===== src/rtl/svc_pkg.sv =====
// Package: shared class codes and configuration kinds for the
// classifier/scheduler block. Assumes class code order equals priority.
package svc_pkg;
    typedef enum logic [1:0] {
        CLS_TOP = 2'd0,
        CLS_MID = 2'd1,
        CLS_LOW = 2'd2
    } svc_cls_e;

    localparam logic [1:0] CFG_HOST = 2'd0;
    localparam logic [1:0] CFG_SITE = 2'd1;
    localparam logic [1:0] CFG_WIFI = 2'd2;
endpackage


===== src/rtl/prefix_match.sv =====
// prefix_match: combinational test of whether an address falls inside
// a base/length prefix. Assumes length counts leading bits; a length of
// zero matches everything and lengths above ADDR_W act as full width.
module prefix_match #(
    parameter int ADDR_W = 32,
    parameter int LEN_W  = 6
) (
    input  logic [ADDR_W-1:0] addr,
    input  logic [ADDR_W-1:0] base,
    input  logic [LEN_W-1:0]  plen,
    output logic              hit
);
    logic [ADDR_W-1:0] mask;

    // builds the leading-ones mask and compares under it
    always_comb begin
        mask = ~({ADDR_W{1'b1}} >> plen);
        hit  = ((addr ^ base) & mask) == '0;
    end
endmodule


===== src/rtl/hdr_classifier.sv =====
// hdr_classifier: holds the rule configuration and tags each header with
// a service class one cycle after it arrives. Assumes configuration writes
// are not issued on the same cycle as headers they should affect.
module hdr_classifier
    import svc_pkg::*;
#(
    parameter int ADDR_W    = 32,
    parameter int PORT_W    = 16,
    parameter int N_SITE    = 4,
    parameter int DNS_PORT  = 53,
    parameter int PROTO_TCP = 6,
    parameter int PROTO_UDP = 17,
    localparam int LEN_W    = $clog2(ADDR_W + 1),
    localparam int IDX_W    = (N_SITE > 1) ? $clog2(N_SITE) : 1
) (
    input  logic              clk,
    input  logic              rst_n,
    input  logic              cfg_we,
    input  logic [1:0]        cfg_kind,
    input  logic [IDX_W-1:0]  cfg_idx,
    input  logic [ADDR_W-1:0] cfg_addr,
    input  logic [LEN_W-1:0]  cfg_plen,
    input  logic              hdr_valid,
    input  logic [ADDR_W-1:0] hdr_src,
    input  logic [ADDR_W-1:0] hdr_dst,
    input  logic [PORT_W-1:0] hdr_sport,
    input  logic [PORT_W-1:0] hdr_dport,
    input  logic [7:0]        hdr_proto,
    output logic              cls_valid,
    output logic [1:0]        cls_tag,
    output logic              cls_miss
);
    logic [ADDR_W-1:0] host_addr;
    logic              host_vld;
    logic [ADDR_W-1:0] site_base [N_SITE];
    logic [LEN_W-1:0]  site_len  [N_SITE];
    logic [N_SITE-1:0] site_vld;
    logic [ADDR_W-1:0] wifi_base;
    logic [LEN_W-1:0]  wifi_len;
    logic              wifi_vld;

    logic [N_SITE-1:0] site_src_hit, site_dst_hit;
    logic              wifi_src_hit;
    logic              top_hit, mid_hit, low_hit, dns_proto;

    // stores host, site and wireless rules from the configuration port
    always_ff @(posedge clk) begin
        if (!rst_n) begin
            host_addr <= '0;
            host_vld  <= 1'b0;
            site_vld  <= '0;
            wifi_base <= '0;
            wifi_len  <= '0;
            wifi_vld  <= 1'b0;
            for (int i = 0; i < N_SITE; i++) begin
                site_base[i] <= '0;
                site_len[i]  <= '0;
            end
        end else if (cfg_we) begin
            case (cfg_kind)
                CFG_HOST: begin
                    host_addr <= cfg_addr;
                    host_vld  <= 1'b1;
                end
                CFG_SITE: begin
                    if (int'(cfg_idx) < N_SITE) begin
                        site_base[cfg_idx] <= cfg_addr;
                        site_len[cfg_idx]  <= cfg_plen;
                        site_vld[cfg_idx]  <= 1'b1;
                    end
                end
                CFG_WIFI: begin
                    wifi_base <= cfg_addr;
                    wifi_len  <= cfg_plen;
                    wifi_vld  <= 1'b1;
                end
                default: ;
            endcase
        end
    end

    // one source and one destination comparator per site prefix
    for (genvar g = 0; g < N_SITE; g++) begin : g_site
        prefix_match #(.ADDR_W(ADDR_W), .LEN_W(LEN_W)) u_src (
            .addr(hdr_src), .base(site_base[g]), .plen(site_len[g]),
            .hit(site_src_hit[g]));
        prefix_match #(.ADDR_W(ADDR_W), .LEN_W(LEN_W)) u_dst (
            .addr(hdr_dst), .base(site_base[g]), .plen(site_len[g]),
            .hit(site_dst_hit[g]));
    end

    prefix_match #(.ADDR_W(ADDR_W), .LEN_W(LEN_W)) u_wifi (
        .addr(hdr_src), .base(wifi_base), .plen(wifi_len),
        .hit(wifi_src_hit));

    // evaluates the three rule groups for the current header
    always_comb begin
        dns_proto = (hdr_proto == 8'(PROTO_TCP)) || (hdr_proto == 8'(PROTO_UDP));
        top_hit   = (host_vld && (hdr_src == host_addr || hdr_dst == host_addr))
                 || (dns_proto && (hdr_sport == PORT_W'(DNS_PORT)
                                || hdr_dport == PORT_W'(DNS_PORT)));
        mid_hit   = |((site_src_hit | site_dst_hit) & site_vld);
        low_hit   = wifi_vld && wifi_src_hit;
    end

    // registers the class decision, top rules first
    always_ff @(posedge clk) begin
        if (!rst_n) begin
            cls_valid <= 1'b0;
            cls_tag   <= CLS_LOW;
            cls_miss  <= 1'b0;
        end else begin
            cls_valid <= hdr_valid;
            if (hdr_valid) begin
                cls_miss <= 1'b0;
                if (top_hit)      cls_tag <= CLS_TOP;
                else if (mid_hit) cls_tag <= CLS_MID;
                else begin
                    cls_tag  <= CLS_LOW;
                    cls_miss <= !low_hit;
                end
            end
        end
    end


    cls_follow_chk: assert property (@(posedge clk) disable iff (!rst_n)
        hdr_valid |=> cls_valid);

    cls_idle_chk: assert property (@(posedge clk) disable iff (!rst_n)
        !hdr_valid |=> !cls_valid);

    miss_low_chk: assert property (@(posedge clk) disable iff (!rst_n)
        (cls_valid && cls_miss) |-> cls_tag == CLS_LOW);

    top_wins_chk: assert property (@(posedge clk) disable iff (!rst_n)
        (hdr_valid && top_hit) |=> (cls_tag == CLS_TOP && !cls_miss));
endmodule


===== src/rtl/slot_wheel.sv =====
// slot_wheel: weighted slot scheduler over three class queues. A wheel of
// W_TOP+W_MID+W_LOW positions names an owner per slot; an idle owner yields
// to the lowest-numbered class with backlog. Assumes q_ne is valid with
// slot_en and bit k belongs to class k.
module slot_wheel
    import svc_pkg::*;
#(
    parameter int W_TOP = 5,
    parameter int W_MID = 3,
    parameter int W_LOW = 2,
    localparam int WHEEL = W_TOP + W_MID + W_LOW,
    localparam int PTR_W = (WHEEL > 1) ? $clog2(WHEEL) : 1
) (
    input  logic       clk,
    input  logic       rst_n,
    input  logic       slot_en,
    input  logic [2:0] q_ne,
    output logic       grant_valid,
    output logic [1:0] grant_cls
);
    logic [PTR_W-1:0] ptr;
    logic [1:0]       owner, pick;
    logic             owner_busy, any_busy;

    // maps the wheel position to its owner and resolves the pick
    always_comb begin
        if (int'(ptr) < W_TOP)              owner = CLS_TOP;
        else if (int'(ptr) < W_TOP + W_MID) owner = CLS_MID;
        else                                owner = CLS_LOW;
        case (owner)
            CLS_TOP: owner_busy = q_ne[0];
            CLS_MID: owner_busy = q_ne[1];
            default: owner_busy = q_ne[2];
        endcase
        any_busy = |q_ne;
        if (owner_busy)   pick = owner;
        else if (q_ne[0]) pick = CLS_TOP;
        else if (q_ne[1]) pick = CLS_MID;
        else              pick = CLS_LOW;
    end

    // advances the wheel and registers the grant per slot
    always_ff @(posedge clk) begin
        if (!rst_n) begin
            ptr         <= '0;
            grant_valid <= 1'b0;
            grant_cls   <= CLS_TOP;
        end else begin
            grant_valid <= 1'b0;
            if (slot_en) begin
                ptr         <= (int'(ptr) == WHEEL - 1) ? '0 : ptr + 1'b1;
                grant_valid <= any_busy;
                grant_cls   <= pick;
            end
        end
    end


    ptr_range_chk: assert property (@(posedge clk) disable iff (!rst_n)
        int'(ptr) < WHEEL);

    idle_slot_chk: assert property (@(posedge clk) disable iff (!rst_n)
        (slot_en && q_ne == 3'b000) |=> !grant_valid);

    only_low_chk: assert property (@(posedge clk) disable iff (!rst_n)
        (slot_en && q_ne == 3'b100) |=> (grant_valid && grant_cls == CLS_LOW));

    no_slot_chk: assert property (@(posedge clk) disable iff (!rst_n)
        !slot_en |=> !grant_valid);

    hold_ptr_chk: assert property (@(posedge clk) disable iff (!rst_n)
        !slot_en |=> $stable(ptr));
endmodule


===== src/rtl/svc_class_sched.sv =====
// svc_class_sched: top of the five-tuple classifier and weighted slot
// scheduler. The two paths share only clock and reset; the caller moves
// tagged packets into the class queues and reports their backlog.
module svc_class_sched #(
    parameter int ADDR_W   = 32,
    parameter int PORT_W   = 16,
    parameter int N_SITE   = 4,
    parameter int DNS_PORT = 53,
    parameter int W_TOP    = 5,
    parameter int W_MID    = 3,
    parameter int W_LOW    = 2,
    localparam int LEN_W   = $clog2(ADDR_W + 1),
    localparam int IDX_W   = (N_SITE > 1) ? $clog2(N_SITE) : 1
) (
    input  logic              clk,
    input  logic              rst_n,
    input  logic              cfg_we,
    input  logic [1:0]        cfg_kind,
    input  logic [IDX_W-1:0]  cfg_idx,
    input  logic [ADDR_W-1:0] cfg_addr,
    input  logic [LEN_W-1:0]  cfg_plen,
    input  logic              hdr_valid,
    input  logic [ADDR_W-1:0] hdr_src,
    input  logic [ADDR_W-1:0] hdr_dst,
    input  logic [PORT_W-1:0] hdr_sport,
    input  logic [PORT_W-1:0] hdr_dport,
    input  logic [7:0]        hdr_proto,
    output logic              cls_valid,
    output logic [1:0]        cls_tag,
    output logic              cls_miss,
    input  logic              slot_en,
    input  logic [2:0]        q_ne,
    output logic              grant_valid,
    output logic [1:0]        grant_cls
);
    hdr_classifier #(
        .ADDR_W(ADDR_W), .PORT_W(PORT_W), .N_SITE(N_SITE), .DNS_PORT(DNS_PORT)
    ) u_cls (
        .clk(clk), .rst_n(rst_n),
        .cfg_we(cfg_we), .cfg_kind(cfg_kind), .cfg_idx(cfg_idx),
        .cfg_addr(cfg_addr), .cfg_plen(cfg_plen),
        .hdr_valid(hdr_valid), .hdr_src(hdr_src), .hdr_dst(hdr_dst),
        .hdr_sport(hdr_sport), .hdr_dport(hdr_dport), .hdr_proto(hdr_proto),
        .cls_valid(cls_valid), .cls_tag(cls_tag), .cls_miss(cls_miss)
    );

    slot_wheel #(.W_TOP(W_TOP), .W_MID(W_MID), .W_LOW(W_LOW)) u_sched (
        .clk(clk), .rst_n(rst_n), .slot_en(slot_en), .q_ne(q_ne),
        .grant_valid(grant_valid), .grant_cls(grant_cls)
    );
endmodule


===== config.mk =====
export PLATFORM = sky130hd
export DESIGN_NAME = svc_class_sched
export DESIGN_NICKNAME = d
export VERILOG_FILES = /design/src/rtl/svc_pkg.sv /design/src/rtl/prefix_match.sv /design/src/rtl/hdr_classifier.sv /design/src/rtl/slot_wheel.sv /design/src/rtl/svc_class_sched.sv
export SDC_FILE = /design/constraint.sdc
export NUM_CORES = 1
export LEC_CHECK = 0
export BUFFER_PORTS_ARGS = -buffer_cell sky130_fd_sc_hd__buf_4
export CORE_MARGIN = 2
export CORE_UTILIZATION = 38
export CTS_CLUSTER_DIAMETER = 50
export CTS_CLUSTER_SIZE = 28
export DETAILED_ROUTE_END_ITERATION = 16
export SYNTH_ARGS = -nofsm -noshare
export SYNTH_HDL_FRONTEND = slang
export SYNTH_SLANG_ARGS = --single-unit

===== constraint.sdc =====
create_clock -name clk -period 5.7 [get_ports clk]
set_clock_uncertainty 0.15 [all_clocks]
set_input_delay 1.14 -clock clk [delete_from_list [all_inputs] [get_ports clk]]
set_output_delay 1.14 -clock clk [all_outputs]
set_load 0.005 [all_outputs]

# == After elaboration in Yosys (flattened, before gate mapping) ==
# Memory sizes are Yosys's and may differ from the RTL's.
# Index checks and enable logic that the tools add are counted.
# totals
ff_bits,87
mem_bits_rw,152
input_bits,154
out_inout_bits,7
wordCells,112
memories,2
# op_classes
add_sub_neg,1
magnitude_cmp,4
eq_ne,10
shift,5
mux,24
bitwise_logic,26
n_reduce_logical,28
# mem_list
name,words,width,read_ports,rd_ports_with_merged_regs,wr,line_no,rtl
u_cls.site_base,4,32,4,0,4,hdr_classifier.sv:35,logic [ADDR_W-1:0] site_base [N_SITE];
u_cls.site_len,4,6,4,0,4,hdr_classifier.sv:36,logic [LEN_W-1:0] site_len [N_SITE];
# op_table
op,n
AND 32 bit,9
logical NOT 32 bit,9
bitwise XOR 32 bit,9
NOT 32 bit,5
"right shift 32 x 6 -> 32 bit, first input constant",5
== test 32 bit,2
"== test 16 x 6 -> 1 bit, second input constant",2
2-to-1 mux 32 bit,1
OR reduction 32 bit,1
2-to-1 mux 2 bit,9
2-to-1 mux 1 bit,10
"== test 8 x 3 -> 1 bit, second input constant",1
"== test 8 x 5 -> 1 bit, second input constant",1
OR 4 bit,2
AND reduction 2 bit,4
2-to-1 mux 6 bit,1
OR reduction 6 bit,1
"adder 4 x 1 -> 4 bit, second input constant",1
AND 4 bit,1
"== test 2 x 1 -> 1 bit, second input constant",2
"== test 4 bit, second input constant",1
logical AND 1 bit,4
logical NOT 2 bit,2
logical OR 1 bit,4
other kinds (11),11

# == Depth between registers and ports, before layout ==
# depth
ltp_word,9
mapped_depth,10
ltp_nobuf,8

# == By module ==
# A second synthesis with hierarchy kept.
# hier_totals
cells_unflattened,1760
hier_area_um2,16248.1
# by_module_without_submodules
module,instances,cells_per_inst,area_each_um2,seq_area_each_um2
hdr_classifier,1,778,9432.8,6165.9
prefix_match,9,105,720.7,0.0
slot_wheel,1,37,329.1,140.1

# == Worst setup path after synthesis ==
# Ideal clock, no wire load.
# synth_timing
path_type,input to register
from,input cfg_kind[1]
to,"memory u_cls.site_base[1][0], enable pin"
setup_ps,401
t_arrival_ps,3019
t_required_ps,5149
setup_slack_ps,2129
path_stages,5
n_path_buf,1
path_cell_list,and3b_1 > nand2_1 > nor3b_1 > clkbuf_1 > nand2b_1
# synth_rtl
item,line_no,rtl
from (decl),svc_class_sched.sv:18,"input logic [1:0] cfg_kind,"
to (decl),hdr_classifier.sv:35,

==> run_results.csv <==
group,metric,value,unit
drt,vias,13788,
drt,drtIter0Drc,1342,
critical_path,max_stage_delay,730,ps
pwr,p_leak,6.589,nW
clock_tree,clock-sinks,239,
critical_path,crit_type,"flip-flop to flip-flop",
critical_path,cpLargestDelayFamily,"compound AO/OA/AOI/OAI gates",
floorplan,std_cell_rows,74,
drt,avgViaCountPerCell,5.990,
flow_run,drv_cap,0,
global_routing,busiest_layer,"met2",
place,routabilityCongestion,0.9994,
critical_path,cp-end-kind,"flip-flop",
yosys,ys_seq_area_share,40.66,%
floorplan,io_pins,161,
yosys,ys_seq_elements,239,
critical_path,path_max_fanout,24,
floorplan,start_util,38.24,%
global_routing,use_met1,38.18,%
layout,fin_area,0.01807,mm²
place,dp_cells,2237,
clock_tree,clk_pin_slew,60,ps
critical_path,arrival,4080,ps
run_status,status,"finished clean",
yosys,synth_async_sr_flop_share,0,%
yosys,synth_common_cells,"184 x xnor2_1, 170 x xor2_1, 164 x nand2_1, 152 x edfxtp_1, 148 x clkbuf_1",
clock_tree,cts_root_buf,"clkbuf_16",
timing,max_freq,0.2620,GHz
clock_tree,cts_hold_buf,0,
place,port_buffers,160,
floorplan,die_w,206.0,µm
hold_path,min_path_type,"flip-flop to flip-flop",
hold_path,hp-start,"u_cls.host_vld$_SDFFE_PN0P_",
layout,drive_gt1_share,14.36,%
yosys,yosysWarningCount,0,
drt,drc,0,
place,place_area,0.01685,mm²
critical_path,reg2reg_from,"u_cls.site_len[0][5]$_SDFFCE_PN0P_",
clock_tree,post_cts_buffers,0,
global_routing,grt_use_met3,3.784,%
critical_path,path_cells,"or2_1 -> a222oi_1 -> o211ai_1 -> nor3_1 -> o2111ai_1 -> o41ai_1 -> nor4_1 -> a41o_1",
global_routing,track_usage,29.98,%
timing,slew_violations,0,
global_routing,grt.overflow.total,0,
timing,relSlewSlack,27.19,%
pwr,peakVddDrop,0.2537,mV
clock_tree,cts.repair.resized,0,
clock_tree,cts_buffers,36,
layout,fin_cells,2302,
global_routing,grt_max_degree,76,
yosys,synth_fp_nets,1851,
drt,drt-total-wl,64.20,mm
timing,fin_crit,3816,ps
yosys,synth_edf_count,152,
yosys,synthCells,1697,
critical_path,critPathLaunch,"u_cls.site_len[0][5]$_SDFFCE_PN0P_",
place,dp_hpwl,48.15,mm
yosys,synth_ff_type,"edfxtp_1",
yosys,yosysTopAreaCellShare,29.43,%
global_routing,grt_antenna_before_repair,7,
drt,wl_per_cell,27.89,µm
clock_tree,worstSkewPairLatency,530,ps
timing,tightest_slew,1088,ps
timing,hold_viol_final,0,
clock_tree,h-tree-depth,2,
critical_path,crit_required,5960,ps
layout,fillers,3910,
yosys,synthTopCellsByArea,"edfxtp_1 29%, dfxtp_1 11%, xnor2_1 10%",
clock_tree,cts_buffer_depth,3,
timing,finalSetupTns,0,ps
floorplan,dieHeight,206.0,µm
layout,nNetsFinal,1897,
layout,syn2layout_area_growth,16.50,%
critical_path,cp-start-kind,"flip-flop",
drt,drtPass1Iterations,8,
yosys,syn-cell-area,0.01551,mm²
yosys,syn_avg_cell_area,9.138,µm²
yosys,synth_cell_type_count,72,
critical_path,crit_buf_inv,0,
global_routing,grt_pass1_wl,90.96,mm
timing,fin_crit_sh,66.95,%
pwr,powerDensity,285.5,mW/mm²
yosys,synth.most_common_cell,"xnor2_1",
global_routing,grt_use_met2,49.40,%
timing,rsz0062_at_grt,"no",
critical_path,slowest_stage,"edfxtp_1",
global_routing,grt_pass1_vias,13653,
floorplan,core_area,0.04055,mm²
yosys,synth_top_area_cell,"edfxtp_1",
floorplan,die-area,0.04244,mm²
drt,ant_nets,0,
timing,finalSetupViolations,0,
clock_tree,cts_tree,"built",
-- routing by layer --
metal	wire, µm	up-vias
li1	-	6072
met3	4794	188
met1	25470	6769
met4	3845	0
met2	30090	759
met5	0	-
-- path summary, 6_finish.rpt --
path                                       to  slack, ps  depth (start not counted)
setup reg to reg  u_cls.cls_miss$_SDFFE_PN0P_       1880                          8
hold reg to reg   u_cls.host_vld$_SDFFE_PN0P_        310                          1
setup / recovery  u_cls.cls_miss$_SDFFE_PN0P_       1880                          8
hold / removal    u_cls.host_vld$_SDFFE_PN0P_        310                          1
-- registers in the layout, summed over array words and instances, names as in the netlist, 2 cells and up --
name / cells
u_cls.site_base: 128
u_cls.host_addr: 32
u_cls.wifi_base: 32
u_cls.site_len: 24
u_cls.wifi_len: 6
u_cls.site_vld: 4
u_sched.ptr: 4
u_cls.cls_tag: 2
u_sched.grant_cls: 2
-- final cells by class --
cell class	instances	area [µm²]	share of cell area, %
Clock buffer	40	968.4	5.360
Antenna cell	1	2.502	0.01385
Multi-Input combinational cell	1292	8600	47.60
Sequential cell	239	6306	34.91
Tap cell	532	665.6	3.684
Clock inverter	24	240.2	1.330
Inverter	6	22.52	0.1247
Timing Repair Buffer	168	1261	6.981
-- worst reg2reg max path, cell delays in order, from the launching register on --
cell       delay, ps
edfxtp_1         730
or2_1            580
a222oi_1         520
o211ai_1         160
nor3_1           270
o2111ai_1        130
o41ai_1          650
nor4_1           240
a41o_1           260
-- power breakdown --
group | switching (mW) | total, mW | internal (mW)
clock | 0.918 | 2.23 | 1.31
combinational | 0.511 | 0.851 | 0.340
sequential | 0.146 | 2.08 | 1.93
-- cells in the final DEF, fill, tap and decap left out, drive strengths merged, types with 17 or more instances in the layout --
cell and count:
edfxtp 152, and3 44, a21boi 75, nor2 46, nor3 17, clkbuf 40
nor4 38, and2 123, a21oi 113, dfxtp 87, xnor2 184, buf 168
o21ai 75, o22ai 50, xor2 170, nand2 164
-- kinds of logic after synthesis --
group / share of synthesized area (%)
simple gates: 17.60
compound gates: 17.34
buf+inv: 4.083
fa+ha+maj: 0.3227
xor+xnor: 19.99
flops: 40.66
-- per-stage QoR --
| stage | util (%) | setup WS, ps | power [mW] | hold WS [ps] |
|---|---|---|---|---|
| global route | 44.55 | 1777 | 5.291 | 350.7 |
| floorplan | - | 2129 | 2.562 | 282.7 |
| finish | 44.55 | 1884 | 5.157 | 314.2 |
| CTS | 44.54 | 1846 | 5.160 | 319.2 |
| global placement | 41.56 | 1528 | 2.936 | 297.7 |
| detailed placement | 41.56 | 1451 | 2.939 | 305.6 |
Note: power is estimated with default switching activity, not from simulation.
